File: src/rtl/rsd_pkg.sv
package rsd_pkg;

    typedef enum logic [1:0] {
        MODE_BIN = 2'd0,
        MODE_DEC = 2'd1,
        MODE_HEX = 2'd2,
        MODE_OFF = 2'd3
    } disp_mode_e;

    // one character to show on the active digit
    typedef struct packed {
        logic       blank;
        logic [3:0] code;
    } glyph_t;

    localparam int SEG_W = 8;
    localparam int LED_W = 3;

endpackage

File: src/rtl/rsd_scan_timer.sv
module rsd_scan_timer #(
    parameter int CNT_W      = 20,
    parameter int NUM_DIGITS = 8,
    parameter int GUARD_W    = 4
) (
    input  logic                          clk,
    input  logic                          rst,
    output logic [$clog2(NUM_DIGITS)-1:0] idx,
    output logic                          guard
);
    localparam int SEL_W  = $clog2(NUM_DIGITS);
    localparam int SLOT_W = CNT_W - SEL_W;

    typedef struct packed {
        logic [CNT_W-1:0] cnt;
    } scan_t;

    scan_t s_d, s_q;

    always_comb begin
        s_d     = s_q;
        s_d.cnt = s_q.cnt + 1'b1;
    end

    always_ff @(posedge clk) begin
        if (rst) s_q <= '0;
        else     s_q <= s_d;
    end

    assign idx = s_q.cnt[CNT_W-1 -: SEL_W];

    generate
        if (GUARD_W >= SLOT_W) begin : g_all_guard
            assign guard = 1'b1;
        end else begin : g_guard
            assign guard = ~|s_q.cnt[SLOT_W-1:GUARD_W];
        end
    endgenerate

    // the digit index only moves forward by one position
    a_r2_idx_step: assert property (@(posedge clk) disable iff (rst)
        (idx != $past(idx)) |-> (idx == SEL_W'($past(idx) + 1'b1)));

    // every new slot begins inside the dark window
    a_r3_guard_on_change: assert property (@(posedge clk) disable iff (rst)
        (idx != $past(idx)) |-> guard);

endmodule

File: src/rtl/rsd_digit_extract.sv
module rsd_digit_extract
    import rsd_pkg::*;
#(
    parameter int DATA_W     = 8,
    parameter int NUM_DIGITS = 8
) (
    input  logic [DATA_W-1:0]             value,
    input  disp_mode_e                    mode,
    input  logic [$clog2(NUM_DIGITS)-1:0] idx,
    output glyph_t                        glyph
);
    localparam int SEL_W      = $clog2(NUM_DIGITS);
    localparam int DEC_RAW    = (DATA_W * 301 + 999) / 1000;
    localparam int DEC_DIGITS = (DEC_RAW < 1) ? 1 : DEC_RAW;
    localparam int HEX_DIGITS = (DATA_W + 3) / 4;
    localparam int BIN_SHOWN  = (DATA_W < NUM_DIGITS) ? DATA_W : NUM_DIGITS;
    localparam int DEC_SHOWN  = (DEC_DIGITS < NUM_DIGITS) ? DEC_DIGITS : NUM_DIGITS;
    localparam int HEX_SHOWN  = (HEX_DIGITS < NUM_DIGITS) ? HEX_DIGITS : NUM_DIGITS;
    localparam int BCD_W      = 4 * DEC_DIGITS;
    localparam int HPAD_W     = 4 * HEX_DIGITS;

    // shift-and-add-three conversion to packed decimal
    function automatic logic [BCD_W-1:0] to_bcd(input logic [DATA_W-1:0] v);
        logic [BCD_W-1:0] b;
        b = '0;
        for (int i = DATA_W - 1; i >= 0; i--) begin
            for (int d = 0; d < DEC_DIGITS; d++) begin
                if (b[4*d +: 4] >= 4'd5) b[4*d +: 4] = b[4*d +: 4] + 4'd3;
            end
            b = {b[BCD_W-2:0], v[i]};
        end
        return b;
    endfunction

    logic [BCD_W-1:0]  bcd;
    logic [HPAD_W-1:0] hex_pad;

    assign bcd     = to_bcd(value);
    assign hex_pad = HPAD_W'(value);

    always_comb begin
        glyph.blank = 1'b1;
        glyph.code  = 4'd0;
        unique case (mode)
            MODE_BIN: begin
                for (int i = 0; i < BIN_SHOWN; i++) begin
                    if (idx == SEL_W'(i)) begin
                        glyph.blank = 1'b0;
                        glyph.code  = {3'b000, value[i]};
                    end
                end
            end
            MODE_DEC: begin
                for (int i = 0; i < DEC_SHOWN; i++) begin
                    if (idx == SEL_W'(i)) begin
                        glyph.blank = 1'b0;
                        glyph.code  = bcd[4*i +: 4];
                    end
                end
            end
            MODE_HEX: begin
                for (int i = 0; i < HEX_SHOWN; i++) begin
                    if (idx == SEL_W'(i)) begin
                        glyph.blank = 1'b0;
                        glyph.code  = hex_pad[4*i +: 4];
                    end
                end
            end
            default: begin
                glyph.blank = 1'b1;
                glyph.code  = 4'd0;
            end
        endcase
    end

endmodule

File: src/rtl/rsd_glyph_encoder.sv
module rsd_glyph_encoder
    import rsd_pkg::*;
(
    input  glyph_t           glyph,
    output logic [SEG_W-1:0] seg_n
);
    logic [6:0] lit; // A..G, active high

    always_comb begin
        unique case (glyph.code)
            4'h0: lit = 7'b1111110;
            4'h1: lit = 7'b0110000;
            4'h2: lit = 7'b1101101;
            4'h3: lit = 7'b1111001;
            4'h4: lit = 7'b0110011;
            4'h5: lit = 7'b1011011;
            4'h6: lit = 7'b1011111;
            4'h7: lit = 7'b1110000;
            4'h8: lit = 7'b1111111;
            4'h9: lit = 7'b1111011;
            4'hA: lit = 7'b1110111;
            4'hB: lit = 7'b0011111;
            4'hC: lit = 7'b1001110;
            4'hD: lit = 7'b0111101;
            4'hE: lit = 7'b1001111;
            default: lit = 7'b1000111;
        endcase
        // decimal point never lit
        seg_n = glyph.blank ? {SEG_W{1'b1}} : ~{lit, 1'b0};
    end

endmodule

File: src/rtl/radix_scan_display.sv
module radix_scan_display
    import rsd_pkg::*;
#(
    parameter int DATA_W     = 8,
    parameter int NUM_DIGITS = 8,
    parameter int CNT_W      = 20,
    parameter int GUARD_W    = 4
) (
    input  logic                  clk,
    input  logic                  rst,
    input  logic [DATA_W-1:0]     value,
    input  logic [1:0]            mode,
    output logic [NUM_DIGITS-1:0] anode_n,
    output logic [SEG_W-1:0]      seg_n,
    output logic [LED_W-1:0]      led
);
    localparam int SEL_W = $clog2(NUM_DIGITS);

    typedef struct packed {
        logic [NUM_DIGITS-1:0] anode_n;
        logic [SEG_W-1:0]      seg_n;
        logic [LED_W-1:0]      led;
    } out_t;

    out_t             o_d, o_q;
    logic [SEL_W-1:0] idx;
    logic             guard;
    disp_mode_e       mode_e;
    glyph_t           glyph;
    logic [SEG_W-1:0] glyph_seg_n;
    logic [NUM_DIGITS-1:0] sel_n;

    assign mode_e = disp_mode_e'(mode);

    rsd_scan_timer #(
        .CNT_W      (CNT_W),
        .NUM_DIGITS (NUM_DIGITS),
        .GUARD_W    (GUARD_W)
    ) u_scan (
        .clk   (clk),
        .rst   (rst),
        .idx   (idx),
        .guard (guard)
    );

    rsd_digit_extract #(
        .DATA_W     (DATA_W),
        .NUM_DIGITS (NUM_DIGITS)
    ) u_extract (
        .value (value),
        .mode  (mode_e),
        .idx   (idx),
        .glyph (glyph)
    );

    rsd_glyph_encoder u_encode (
        .glyph (glyph),
        .seg_n (glyph_seg_n)
    );

    generate
        for (genvar k = 0; k < NUM_DIGITS; k++) begin : g_sel
            assign sel_n[k] = (idx != SEL_W'(k));
        end
    endgenerate

    always_comb begin
        o_d = o_q;
        if (guard) begin
            o_d.anode_n = '1;
            o_d.seg_n   = '1;
        end else begin
            o_d.anode_n = sel_n;
            o_d.seg_n   = glyph_seg_n;
        end
        unique case (mode_e)
            MODE_BIN: o_d.led = 3'b001;
            MODE_DEC: o_d.led = 3'b010;
            MODE_HEX: o_d.led = 3'b100;
            default:  o_d.led = 3'b000;
        endcase
    end

    always_ff @(posedge clk) begin
        if (rst) begin
            o_q.anode_n <= '1;
            o_q.seg_n   <= '1;
            o_q.led     <= '0;
        end else begin
            o_q <= o_d;
        end
    end

    assign anode_n = o_q.anode_n;
    assign seg_n   = o_q.seg_n;
    assign led     = o_q.led;

    // never more than one digit enabled
    a_r2_single_anode: assert property (@(posedge clk) disable iff (rst)
        $countones(~anode_n) <= 1);

    // with no digit enabled the segment lines are dark too
    a_r3_dark_bank: assert property (@(posedge clk) disable iff (rst)
        (anode_n == '1) |-> (seg_n == '1));

    // decimal point stays off
    a_r9_dp_off: assert property (@(posedge clk) disable iff (rst)
        seg_n[0] == 1'b1);

    // blank mode darkens all segments one edge later
    a_r7_blank_mode: assert property (@(posedge clk) disable iff (rst)
        (mode == 2'd3) |=> (seg_n == '1));

    // mode indicator is one-hot or zero
    a_r10_led_onehot: assert property (@(posedge clk) disable iff (rst)
        $onehot0(led));

endmodule

File: config.mk
export PLATFORM = sky130hd
export DESIGN_NAME = radix_scan_display
export DESIGN_NICKNAME = d
export VERILOG_FILES = /design/src/rtl/rsd_pkg.sv /design/src/rtl/rsd_scan_timer.sv /design/src/rtl/rsd_digit_extract.sv /design/src/rtl/rsd_glyph_encoder.sv /design/src/rtl/radix_scan_display.sv
export SDC_FILE = /design/constraint.sdc
export NUM_CORES = 1
export LEC_CHECK = 0
export BUFFER_PORTS_ARGS = -buffer_cell sky130_fd_sc_hd__buf_2
export CORE_UTILIZATION = 34
export CTS_CLUSTER_DIAMETER = 80
export CTS_CLUSTER_SIZE = 30
export DETAILED_ROUTE_END_ITERATION = 8
export PLACE_DENSITY = 0.53
export SETUP_SLACK_MARGIN = 0.3
export SYNTH_ARGS = -nofsm -noshare
export SYNTH_HDL_FRONTEND = slang
export SYNTH_HIERARCHICAL = 1
export SYNTH_SLANG_ARGS = --single-unit
File: constraint.sdc
create_clock -name clk -period 22.5 [get_ports clk]
set_input_delay 5.625 -clock clk [delete_from_list [all_inputs] [get_ports clk]]
set_output_delay 5.625 -clock clk [all_outputs]
set_load 0.02 [all_outputs]
==> reports/metrics.cfg <==
[worst_setup_path]
slowest_delay_ps = 380
cp_max_fo = 11
cp_common_cell = ha_1
cp-startpoint = value[6]
crit_slowest_cell = a221o_1
r2r_setup_slack_ps = 19160
r2r-start = u_scan/s_q[18]
endpoint_kind = register
cp-start-kind = input pin
r2r_cells = 11
required_ps = 22670
worst-setup-path-type = input pin to register
r2r_end = seg_n[6]
cp.arrival_ps = 11970

[placed_design]
io_buffer_count = 30
place_hpwl_mm = 5.108
gp_congestion = 0.8267

[routing]
routed_wl_mm = 6.706
drtAntennaViolNets = 0
drc = 0
via_per_inst = 5.429
drtIter0Drc = 125
first_pass_iters = 4
vias = 2644
wl_per_cell_um = 13.77

[sta]
fin_crit_sh_pct = 52.44
layout_min_cycle_time_ps = 11800
fmax_mhz = 84.75
fin_skew_ps = 11.47
rsz0062_at_grt = false
maxSlewHeadroom_pct = 42.38
drv_slew = 0
hold_violations = 0
fin_setup_tns_ps = 0
finalSetupViolCount = 0
worst_slew_pin_slew_ps = 857.0

[global_routing]
grt_max_degree = 34
grt_pass1_wl_mm = 11.65
grt_overflow = 0
track_usage_pct = 14.61
grt_pass1_vias = 2528
antenna_found_initial = 0

[synth]
synthArstFlopShare_pct = 0
synth_cell_types = 84
yosysSeqAreaShare_pct = 25.65
synth-main-ff-cell = dfxtp_1
ys_seq_elements = 39
syn_area_per_cell_um2 = 8.575
syn-num-nets = 386
syn-cell-area_um2 = 3044
synth_edf_count = 0
yosys_warnings = 6
synth_cells = 355

[power_and_ir_drop]
p_sw_share_pct = 34.83
finalPower_w = 0.0001880
intPower_w = 0.0001225
leakage_nw = 1.247
power_frac_seq_pct = 37.3
powerDensity_nw_per_um2 = 56.80
clockPowerShare_pct = 25.3
p_sw_w = 0.00006548
p_comb_share_pct = 37.4
ir_drop_uv = 18.74

[clock_network]
cts_inserted_buffers = 5
cts.sinks = 39
clk_latency_ps = 290
cts_resized = 0
cts_setup_buffers = 0
cts_hold_buf = 0
h-tree-depth = 2
cts_tree = yes
clockRootBuffer = clkbuf_8
clkTransAtPathRegs_ps = 70
clockBufferDepth = 2

[floorplanning]
initial_core_util_pct = 35.08
die_y_um = 96.62
die_area_um2 = 9335
die_x_um = 96.62
ioPinCount = 31
core_area_um2 = 8678
rows = 34

[outcome]
status = finished, final reports clean

[min_path]
min_from = u_scan/s_q[0]
hold_depth = 1
min_to = u_scan/s_q[0]
min_path_type = register to register

[cells_and_area]
finish.utilization_pct = 38.13
synthToLayoutAreaGrowth_pct = 8.713
nets = 409
drive_gt1_share_pct = 21.11
mostFrequentLayoutCell = dfxtp_1
layout_common_cells = 39 x dfxtp_1, 30 x nand2_1, 30 x buf_2
diodes = 0

[run]
cap_violations = 0

[metrics by stage]
| step | setup slack (ps) | instance area (um2) | cells | hold slack (ps) |
|---|---|---|---|---|
| floorplan | 11120 | 3044 | 355 | 426.0 |
| global placement | 10580 | 3217 | 479 | 440.6 |
| detailed placement | 10450 | 3217 | 479 | 453.0 |
| CTS | 10740 | 3309 | 487 | 474.2 |
| global route | 10310 | 3309 | 487 | 505.1 |
| finish | 10700 | 3309 | 487 | 466.6 |
[logic make-up after synthesis]
| logic type | Yosys count | synth area share, % |
|---|---|---|
| buffers and inverters | 32 | 6.165 |
| other | 1 | 0.1232 |
| muxes | 16 | 6.535 |
| xor gates and xnor gates | 18 | 5.179 |
| AOI/OAI and AO/OA | 68 | 17.59 |
| adders and majority gates | 19 | 7.809 |
| DFF | 39 | 25.65 |
| and+or+nand+nor | 162 | 30.95 |
[flip-flops by register name, summed over array words and instances (netlist names)]
name,count
anode_n,8
led,3
seg_n,8
u_scan/s_q,20
[metal layers]
metal	track usage, %	wire, um	part of all wire (%)
met5	0	0	0
met2	23.67	3067	46
met3	2.023	276	4.1
met4	4.937	102	1.5
met1	19.88	3259	49
[cells in the mapped netlist, drive strengths merged, types with 4 or more instances]
cell	number	share of area (%)
or3	14	3.3
a221o	4	1.3
and4	8	2.5
xor2	12	3.5
nor3	11	2.0
buf	12	3.4
ha	19	7.8
or2b	4	1.0
o211ai	6	1.6
nand3	18	3.4
nand4	12	2.5
inv	16	2.0
mux2i	9	3.1
nand2b	5	1.0
dfxtp	39	26
mux2	5	1.8
o21ai	16	3.0
a21oi	10	1.6
nor2	30	4.1
xnor2	6	1.7
nor2b	5	1.0
clkbuf	4	0.82
nand2	30	3.7
[power groups by stage]
stage / combinational, W / clock, W / sequential [W]
floorplan: 0.0000568 / 0 / 0.0000719
global placement: 0.0000690 / 0 / 0.0000717
detailed placement: 0.0000697 / 0 / 0.0000717
CTS: 0.0000702 / 0.0000498 / 0.0000701
global route: 0.0000787 / 0.0000529 / 0.0000702
finish: 0.0000703 / 0.0000476 / 0.0000701
[worst max path at each step]
stage                     slack, ps  cells past startpoint  endpoint
after floorplan               11120                     29  seg_n[1]
after global placement        10580                     29  seg_n[1]
after detailed placement      10450                     29  seg_n[1]
after CTS                     10740                     29  seg_n[1]
after global routing          10310                     29  seg_n[1]
final                         10700                     29  seg_n[1]
[worst max-delay path, delay by kind of cell]
| kind | cells | cell delay (ps) |
|---|---|---|
| multiplexers | 1 | 290 |
| buffers and inverters | 4 | 530 |
| XOR/XNOR | 2 | 390 |
| adder cells (fa/ha/maj) | 5 | 1250 |
| AO/OA/AOI/OAI | 6 | 1670 |
| AND/OR/NAND/NOR | 11 | 2220 |
[cell type report]
| type | count | area (um2) |
|---|---|---|
| clock buffer | 5 | 68.82 |
| clock inverter | 3 | 23.77 |
| fill | 921 | 5369 |
| inverter | 16 | 60.06 |
| multi-input combinational | 284 | 2076 |
| sequential | 39 | 780.7 |
| tap | 108 | 135.1 |
| timing repair buffer | 32 | 165.2 |
Power figures use the tool's default switching activity.
